File: config.mk
export PLATFORM = sky130hd
export DESIGN_NAME = sbuf_prefetch
export DESIGN_NICKNAME = d
export VERILOG_FILES = /design/src/rtl/sbuf_pkg.sv /design/src/rtl/sbuf_store.sv /design/src/rtl/sbuf_ctrl.sv /design/src/rtl/sbuf_prefetch.sv
export SDC_FILE = /design/constraint.sdc
export NUM_CORES = 2
export LEC_CHECK = 0
export BUFFER_PORTS_ARGS = -buffer_cell sky130_fd_sc_hd__buf_2
export CAP_MARGIN = 25
export CORE_MARGIN = 3
export CORE_UTILIZATION = 60
export CTS_BUF_LIST = sky130_fd_sc_hd__clkbuf_2
export DETAILED_ROUTE_END_ITERATION = 10
export PLACE_DENSITY = 0.83
export SLEW_MARGIN = 20
export SYNTH_ARGS = -nofsm -noshare
export SYNTH_HDL_FRONTEND = slang
export SYNTH_HIERARCHICAL = 1
export SYNTH_SLANG_ARGS = --single-unit
File: constraint.sdc
create_clock -name clk -period 12.8 [get_ports clk]
set_clock_uncertainty 0.15 [all_clocks]
set_input_delay 1.28 -clock clk [delete_from_list [all_inputs] [get_ports clk]]
set_output_delay 1.28 -clock clk [all_outputs]
set_load 0.005 [all_outputs]
File: src/rtl/sbuf_pkg.sv
package sbuf_pkg;
  localparam int NUM_BUF    = 4;
  localparam int DEPTH      = 2;
  localparam int ADDR_W     = 32;
  localparam int LINE_BYTES = 64;
  localparam int DATA_W     = 64;
  localparam int GEN_W      = 2;
  localparam int OFS_W      = $clog2(LINE_BYTES);
  localparam int LINE_W     = ADDR_W - OFS_W;
  localparam int BUF_W      = $clog2(NUM_BUF);
  localparam int TAG_W      = BUF_W + GEN_W;
  localparam int AGE_W      = BUF_W;

  // control -> storage strobes
  typedef struct packed {
    logic [NUM_BUF-1:0] pop;
    logic [NUM_BUF-1:0] flush;
    logic               push;
    logic [BUF_W-1:0]   pushBuf;
    logic [LINE_W-1:0]  pushLine;
    logic               fill;
    logic [BUF_W-1:0]   fillBuf;
    logic [DATA_W-1:0]  fillData;
  } sbStrobe_t;
endpackage

File: src/rtl/sbuf_store.sv
module sbuf_store
  import sbuf_pkg::*;
(
  input  logic                            clk,
  input  logic                            rstN,
  input  sbStrobe_t                       strobe,
  output logic [NUM_BUF-1:0]              headValid,
  output logic [NUM_BUF-1:0]              headPend,
  output logic [NUM_BUF-1:0][LINE_W-1:0]  headLine,
  output logic [NUM_BUF-1:0][DATA_W-1:0]  headData,
  output logic [NUM_BUF-1:0]              full
);
  for (genvar b = 0; b < NUM_BUF; b++) begin : g_buf
    localparam logic [BUF_W-1:0] IDX = BUF_W'(b);
    logic [DEPTH-1:0]             entValid, entPend, vNext, pNext;
    logic [DEPTH-1:0][LINE_W-1:0] entLine, lNext;
    logic [DEPTH-1:0][DATA_W-1:0] entData, dNext;
    logic                         placed;

    always_comb begin
      vNext = entValid; pNext = entPend; lNext = entLine; dNext = entData;
      placed = 1'b0;
      if (strobe.fill && strobe.fillBuf == IDX) begin
        for (int s = 0; s < DEPTH; s++) begin
          if (pNext[s]) begin
            pNext[s] = 1'b0;
            dNext[s] = strobe.fillData;
          end
        end
      end
      if (strobe.pop[b]) begin
        for (int s = 0; s < DEPTH - 1; s++) begin
          vNext[s] = vNext[s+1]; pNext[s] = pNext[s+1];
          lNext[s] = lNext[s+1]; dNext[s] = dNext[s+1];
        end
        vNext[DEPTH-1] = 1'b0;
        pNext[DEPTH-1] = 1'b0;
      end
      if (strobe.push && strobe.pushBuf == IDX) begin
        for (int s = 0; s < DEPTH; s++) begin
          if (!placed && !vNext[s]) begin
            vNext[s] = 1'b1; pNext[s] = 1'b1;
            lNext[s] = strobe.pushLine;
            placed = 1'b1;
          end
        end
      end
      if (strobe.flush[b]) begin
        vNext = '0;
        pNext = '0;
      end
    end

    always_ff @(posedge clk or negedge rstN) begin
      if (!rstN) begin
        entValid <= '0; entPend <= '0; entLine <= '0; entData <= '0;
      end else begin
        entValid <= vNext; entPend <= pNext; entLine <= lNext; entData <= dNext;
      end
    end

    assign headValid[b] = entValid[0];
    assign headPend[b]  = entPend[0];
    assign headLine[b]  = entLine[0];
    assign headData[b]  = entData[0];
    assign full[b]      = entValid[DEPTH-1];

    // one read in flight per FIFO means at most one waiting entry
    p_one_pending_r9: assert property (@(posedge clk) disable iff (!rstN)
      $countones(entPend) <= 1);
    p_pend_is_valid_r5: assert property (@(posedge clk) disable iff (!rstN)
      (entPend & ~entValid) == '0);
    if (DEPTH > 1) begin : g_pack
      for (genvar s = 0; s < DEPTH - 1; s++) begin : g_slot
        // entries stay packed toward the head, so only slot 0 is compared
        p_packed_r4: assert property (@(posedge clk) disable iff (!rstN)
          entValid[s+1] |-> entValid[s]);
      end
    end
  end
endmodule

File: src/rtl/sbuf_ctrl.sv
module sbuf_ctrl
  import sbuf_pkg::*;
(
  input  logic                            clk,
  input  logic                            rstN,
  input  logic                            reqValid,
  output logic                            reqReady,
  input  logic [ADDR_W-1:0]               reqAddr,
  input  logic                            reqCacheHit,
  output logic                            rspValid,
  output logic                            rspHit,
  output logic [DATA_W-1:0]               rspData,
  output logic                            memReqValid,
  input  logic                            memReqReady,
  output logic [ADDR_W-1:0]               memReqAddr,
  output logic [TAG_W-1:0]                memReqTag,
  input  logic                            memRspValid,
  input  logic [TAG_W-1:0]                memRspTag,
  input  logic [DATA_W-1:0]               memRspData,
  input  logic [NUM_BUF-1:0]              headValid,
  input  logic [NUM_BUF-1:0]              headPend,
  input  logic [NUM_BUF-1:0][LINE_W-1:0]  headLine,
  input  logic [NUM_BUF-1:0][DATA_W-1:0]  headData,
  input  logic [NUM_BUF-1:0]              full,
  output sbStrobe_t                       strobe
);
  logic [NUM_BUF-1:0]              active, outst, dirBack;
  logic [NUM_BUF-1:0][GEN_W-1:0]   gen;
  logic [NUM_BUF-1:0][LINE_W-1:0]  nextLine;
  logic [NUM_BUF-1:0][AGE_W-1:0]   age;
  logic [LINE_W-1:0]               lastLine, mqLine, lineIn;
  logic                            lastValid, mqValid;
  logic [TAG_W-1:0]                mqTag;

  logic hitAny, freeAny, issueAny, pendHit, accept, doHit, doAlloc;
  logic allocBack, canLoad, load, fillOk, touch;
  logic [BUF_W-1:0] hitIdx, freeIdx, lruIdx, victim, issueIdx, rspBuf, touchIdx;
  logic [GEN_W-1:0] rspGen;
  logic [NUM_BUF-1:0] ageTop;
  logic unusedOfs;

  assign lineIn    = reqAddr[ADDR_W-1:OFS_W];
  assign unusedOfs = ^reqAddr[OFS_W-1:0];
  assign rspBuf    = memRspTag[TAG_W-1:GEN_W];
  assign rspGen    = memRspTag[GEN_W-1:0];

  always_comb begin
    hitAny = 1'b0; hitIdx = '0; freeAny = 1'b0; freeIdx = '0;
    lruIdx = '0; issueAny = 1'b0; issueIdx = '0; ageTop = '0;
    for (int b = NUM_BUF - 1; b >= 0; b--) begin
      if (active[b] && headValid[b] && headLine[b] == lineIn) begin
        hitAny = 1'b1; hitIdx = BUF_W'(b);
      end
      if (!active[b]) begin
        freeAny = 1'b1; freeIdx = BUF_W'(b);
      end
      if (age[b] == AGE_W'(NUM_BUF - 1)) begin
        lruIdx = BUF_W'(b); ageTop[b] = 1'b1;
      end
    end
    victim    = freeAny ? freeIdx : lruIdx;
    pendHit   = hitAny && headPend[hitIdx];
    reqReady  = !(reqValid && !reqCacheHit && pendHit);
    accept    = reqValid && !reqCacheHit && !pendHit;
    doHit     = accept && hitAny;
    doAlloc   = accept && !hitAny;
    allocBack = lastValid && (lineIn == lastLine - 1'b1);
    touch     = doHit || doAlloc;
    touchIdx  = doHit ? hitIdx : victim;
    canLoad   = !mqValid || memReqReady;
    for (int b = NUM_BUF - 1; b >= 0; b--) begin
      if (active[b] && !outst[b] && !full[b] && !(doAlloc && victim == BUF_W'(b))) begin
        issueAny = 1'b1; issueIdx = BUF_W'(b);
      end
    end
    load   = canLoad && issueAny;
    fillOk = memRspValid && outst[rspBuf] && gen[rspBuf] == rspGen
             && !(doAlloc && victim == rspBuf);

    strobe          = '0;
    strobe.push     = load;
    strobe.pushBuf  = issueIdx;
    strobe.pushLine = nextLine[issueIdx];
    strobe.fill     = fillOk;
    strobe.fillBuf  = rspBuf;
    strobe.fillData = memRspData;
    for (int b = 0; b < NUM_BUF; b++) begin
      strobe.pop[b]   = doHit && hitIdx == BUF_W'(b);
      strobe.flush[b] = doAlloc && victim == BUF_W'(b);
    end
  end

  always_ff @(posedge clk or negedge rstN) begin
    if (!rstN) begin
      active <= '0; outst <= '0; dirBack <= '0; gen <= '0; nextLine <= '0;
      for (int b = 0; b < NUM_BUF; b++) age[b] <= AGE_W'(b);
      lastValid <= 1'b0; lastLine <= '0;
      mqValid <= 1'b0; mqLine <= '0; mqTag <= '0;
      rspValid <= 1'b0; rspHit <= 1'b0; rspData <= '0;
    end else begin
      rspValid <= accept;
      rspHit   <= doHit;
      rspData  <= doHit ? headData[hitIdx] : '0;
      if (accept) begin
        lastValid <= 1'b1;
        lastLine  <= lineIn;
      end
      if (canLoad) begin
        mqValid <= load;
        if (load) begin
          mqLine <= nextLine[issueIdx];
          mqTag  <= {issueIdx, gen[issueIdx]};
        end
      end
      for (int b = 0; b < NUM_BUF; b++) begin
        if (load && issueIdx == BUF_W'(b)) begin
          outst[b]    <= 1'b1;
          nextLine[b] <= dirBack[b] ? nextLine[b] - 1'b1 : nextLine[b] + 1'b1;
        end
        if (fillOk && rspBuf == BUF_W'(b)) outst[b] <= 1'b0;
        if (doAlloc && victim == BUF_W'(b)) begin
          active[b]   <= 1'b1;
          outst[b]    <= 1'b0;
          gen[b]      <= gen[b] + 1'b1;
          dirBack[b]  <= allocBack;
          nextLine[b] <= allocBack ? lineIn - 1'b1 : lineIn + 1'b1;
        end
        if (touch) begin
          if (BUF_W'(b) == touchIdx)      age[b] <= '0;
          else if (age[b] < age[touchIdx]) age[b] <= age[b] + 1'b1;
        end
      end
    end
  end

  assign memReqValid = mqValid;
  assign memReqAddr  = {mqLine, {OFS_W{1'b0}}};
  assign memReqTag   = mqTag;

  p_rsp_after_accept_r2: assert property (@(posedge clk) disable iff (!rstN)
    reqValid && reqReady && !reqCacheHit |=> rspValid);
  p_stall_silent_r5: assert property (@(posedge clk) disable iff (!rstN)
    reqValid && !reqReady |=> !rspValid);
  p_filter_ready_r8: assert property (@(posedge clk) disable iff (!rstN)
    reqValid && reqCacheHit |-> reqReady);
  p_filter_no_rsp_r8: assert property (@(posedge clk) disable iff (!rstN)
    reqValid && reqCacheHit |=> !rspValid);
  p_mem_hold_r10: assert property (@(posedge clk) disable iff (!rstN)
    memReqValid && !memReqReady |=> memReqValid && $stable(memReqAddr) && $stable(memReqTag));
  p_lru_unique_r6: assert property (@(posedge clk) disable iff (!rstN)
    $onehot(ageTop));
endmodule

File: src/rtl/sbuf_prefetch.sv
module sbuf_prefetch
  import sbuf_pkg::*;
(
  input  logic               clk,
  input  logic               rstN,
  input  logic               reqValid,
  output logic               reqReady,
  input  logic [ADDR_W-1:0]  reqAddr,
  input  logic               reqCacheHit,
  output logic               rspValid,
  output logic               rspHit,
  output logic [DATA_W-1:0]  rspData,
  output logic               memReqValid,
  input  logic               memReqReady,
  output logic [ADDR_W-1:0]  memReqAddr,
  output logic [TAG_W-1:0]   memReqTag,
  input  logic               memRspValid,
  input  logic [TAG_W-1:0]   memRspTag,
  input  logic [DATA_W-1:0]  memRspData
);
  sbStrobe_t                       strobe;
  logic [NUM_BUF-1:0]              headValid, headPend, full;
  logic [NUM_BUF-1:0][LINE_W-1:0]  headLine;
  logic [NUM_BUF-1:0][DATA_W-1:0]  headData;

  sbuf_ctrl i_ctrl (
    .clk(clk), .rstN(rstN),
    .reqValid(reqValid), .reqReady(reqReady), .reqAddr(reqAddr), .reqCacheHit(reqCacheHit),
    .rspValid(rspValid), .rspHit(rspHit), .rspData(rspData),
    .memReqValid(memReqValid), .memReqReady(memReqReady), .memReqAddr(memReqAddr),
    .memReqTag(memReqTag), .memRspValid(memRspValid), .memRspTag(memRspTag),
    .memRspData(memRspData),
    .headValid(headValid), .headPend(headPend), .headLine(headLine),
    .headData(headData), .full(full), .strobe(strobe)
  );

  sbuf_store i_store (
    .clk(clk), .rstN(rstN), .strobe(strobe),
    .headValid(headValid), .headPend(headPend), .headLine(headLine),
    .headData(headData), .full(full)
  );
endmodule

==> metrics.md <==
| Metric | Value |
|---|---|
| Delay of the slowest cell on the worst path | `0.66 ns` |
| Mapped Cells | `4936` |
| Final setup TNS | `0 ns` |
| Chip Height | `309 um` |
| Run status | `finished clean` |
| CP required | `14.16 ns` |
| Pre-antenna DRT Iters | `6` |
| Final Util | `63.0%` |
| GPL Wtd Cong | `0.953` |
| Clock Sinks | `992` |
| CTS buffer count | `238` |
| R2R setup slack | `5.73 ns` |
| Post-synth ARST share | `100%` |
| Worst Setup End Kind | `flip-flop` |
| Number of DRC markers in iteration 0 | `3925` |
| Starting Density | `60.9%` |
| Critical-path top delay cell | `xor2_1` |
| Post-route DRC | `0` |
| Worst hold slack | `0.121 ns` |
| Core Rows | `110` |
| Hold Path Class | `in -> reg` |
| Peak Freq | `141 MHz` |
| Total gr overflow | `0` |
| Main synth FF type | `dfrtp_1` |
| Vias/cell | `6.59` |
| Critical Path AT | `8.43 ns` |
| Fillers | `7037` |
| Wire per inst | `25.0 um` |
| Total area of sequential cells | `24800 um^2` |
| Hold-fix buffers, CTS | `96` |
| Cell count after placement | `5673` |
| Max Cap Viol | `0` |
| Total global routing track utilization | `32.5%` |
| Routed Antenna Nets | `0` |
| Clock root buffer | `clkbuf_2` |
| Multi-input gate area | `25600 um^2` |
| Io pins | `210` |
| Post-CTS Setup Inserts | `0` |
| Final setup fails | `0` |
| First-pass GRT wire length | `239000 um` |
| Count of different cell masters after synthesis | `102` |
| Worst path cell trace | `inv_1 > ha_1 > nor4b_1 > nand2_1 > nor2_1 > nand2_1 > nor3b_1 > a21oi_1 > mux2_2 > a2111oi_2 > buf_4 > ha_1 > a211o_1 > o211ai_1 > a21oi_1 > o21ai_0 > o21ai_0 > a221o_1 > a41oi_1 > a21oi_1 > xor2_1 > o22ai_1 > a21oi_1` |
| Vias in the first global route | `41601` |
| Fin. max-slew vios | `0` |
| Reg clk slew, reported paths | `0.11 ns` |
| Pwr per Cell Area | `239 nW/um^2` |
| Via count | `41033` |
| H-tree levels | `4` |
| Crit Path Category | `reg -> reg` |
| Setup crit start kind | `flip-flop` |
| Core outline area | `90600 um^2` |
| Slew headroom | `22.1%` |
| Crit path buf inv count | `2` |
| Non-filler cells in the finished layout | `6225` |
| CTS tree | `yes` |
| Leak | `27.6 nW` |
| Crit-path leading delay family | `compound AO/OA/AOI/OAI gates` |
| Largest net degree at the start of global routing | `184` |
| Final instance area | `57100 um^2` |
| Fin. Hold Viols | `0` |
| Post-Route WL | `156000 um` |
| Sequential share of the synthesized area | `45.0%` |
| Yosys reg bits | `992` |
| Synth Cell Area | `55100 um^2` |
| Initial antenna violation count | `16` |
| Post-synth EDFFs | `0` |
| Placed inst area | `53800 um^2` |
| YS warnings | `6` |
| Worst Tran Pin Value | `1.16 ns` |
| Crit path top cell by count | `a21oi_1` |
| Syn-to-layout area delta | `3.58%` |
| Period Utilization, post-route | `55.2%` |
| Share of cells above drive strength 1 | `31.8%` |
| Crit path time final | `7.07 ns` |
| Final net count | `5075` |
| Die ar. | `95500 um^2` |
| RSZ-0062 raised after global routing | `false` |
| Crit-path max FO | `25` |
| Detailed Place HPWL | `95900 um` |
| Worst skew pair latency | `1.73 ns` |
| PortBufs | `197` |
| Die Wd | `309 um` |
| Post-CTS sizing | `0` |
| CTS Buffer Depth | `3` |
| IR drop worst, VDD | `0.252 mV` |
| Mean Syn Cell Area | `11.2 um^2` |
-- cells by family after synthesis --
| group | synth area share (%) |
|---|---|
| XOR/XNOR | 4.12 |
| buffers and inverters | 8.81 |
| AND/OR/NAND/NOR | 10.3 |
| other | 0.00680 |
| AO/OA/AOI/OAI | 14.1 |
| flip-flops | 45.0 |
| multiplexers | 14.5 |
| adder cells (fa/ha/maj) | 3.11 |
-- registers in the layout, indices dropped and copies added (netlist names), 4 cells and up --
signal and cells:
i_ctrl/mqLine 26, i_ctrl/lastLine 26, i_store/headData 256, i_store/headLine 104, i_ctrl/dirBack 4, i_ctrl/memReqTag 4
i_ctrl/rspData 64, i_ctrl/outst 4, i_ctrl/gen 8, i_store/g_buf.entLine 104, i_ctrl/nextLine 104, i_store/g_buf.entData 256
i_ctrl/active 4, i_store/g_buf.entValid 8, i_ctrl/age 8, i_store/g_buf.entPend 8
-- worst min-delay path: cells and delay by family --
kind,cells,cell delay [ns]
compound gates,2,0.38
simple gates,1,0.12
xor+xnor,1,0.08
buf+inv,1,0.08
-- layer usage --
layer | vias up | wire length [um] | GRT usage [%]
li1 | 17756 | - | -
met1 | 20363 | 59200 | 41.0
met2 | 2417 | 71900 | 51.8
met3 | 491 | 16700 | 8.00
met4 | 6 | 7940 | 17.1
met5 | - | 40 | 0
-- area by class of cell --
cell class	count	area share [%]
Antenna cell	16	0.0701
Tap cell	1176	2.58
Clock inverter	99	0.997
Timing Repair Buffer	383	4.73
Clock buffer	339	2.97
Multi-Input combinational cell	3170	44.8
Sequential cell	992	43.5
Inverter	50	0.329
-- placed cells by master (no fill, tap or decap), types with 57 or more instances in the layout --
cell type | netlist | layout
dfrtp_1 | 988 | 987
mux2_2 | 598 | 598
clkbuf_2 | 0 | 339
nand2_1 | 296 | 290
or3_1 | 238 | 238
a21oi_1 | 221 | 221
o221a_2 | 215 | 215
buf_2 | 108 | 196
xor2_1 | 160 | 160
nor2_1 | 147 | 143
ha_1 | 129 | 129
o21ai_0 | 123 | 119
xnor2_1 | 99 | 99
dlygate4sd3_1 | 0 | 96
buf_4 | 443 | 85
clkinv_1 | 0 | 74
a22oi_1 | 74 | 74
and3_1 | 58 | 58
mux2_4 | 57 | 57
-- per-stage QoR --
| step | setup slack (ns) | total power [mW] |
|---|---|---|
| after floorplan | 3.62 | 10.1 |
| after global placement | 5.65 | 11.0 |
| after detailed placement | 5.65 | 11.3 |
| after CTS | 5.86 | 13.5 |
| after global routing | 5.15 | 14.5 |
| final | 5.73 | 13.6 |
-- power breakdown --
group	total, mW	internal (mW)	switching [mW]
registers	5.23	4.39	0.846
clock network	2.17	0.786	1.38
logic	6.24	2.86	3.38
total	13.6	8.03	5.61
-- final timing paths --
check,from,end,cells after the start
min in group asynchronous,rstN,i_store/g_buf[0].entData[72]$_DFF_PN0_,3
min reg2reg,i_store/g_buf[3].entData[87]$_DFF_PN0_,i_store/headData[215]$_DFFE_PN0P_,1
max reg2reg,i_ctrl/lastLine[0]$_DFFE_PN0P_,i_ctrl/nextLine[102]$_DFFE_PN0P_,23
max in group asynchronous,rstN,i_ctrl/nextLine[16]$_DFFE_PN0P_,6
min,memRspTag[0],i_ctrl/outst[3]$_DFFE_PN0P_,5
max,i_ctrl/lastLine[0]$_DFFE_PN0P_,i_ctrl/nextLine[102]$_DFFE_PN0P_,23
-- cells in the mapped netlist, types with 52 or more instances --
library cell  number  area share, %
a22oi_1           74            1.0
nand2_1          296            2.0
xnor2_1           99            1.6
buf_2            108           0.98
buf_4            443            6.0
mux2_4            57            1.6
and3_1            58           0.66
mux2_2           598             12
ha_1             129            2.9
a21oi_1          221            2.0
clkbuf_1         154            1.0
dfrtp_1          988             45
o21ai_0          123            1.1
xor2_1           160            2.5
nor3_1            52           0.47
or3_1            238            2.7
nor2_1           147            1.0
o221a_2          215            4.4
Note: power is estimated with default switching activity, not from simulation.
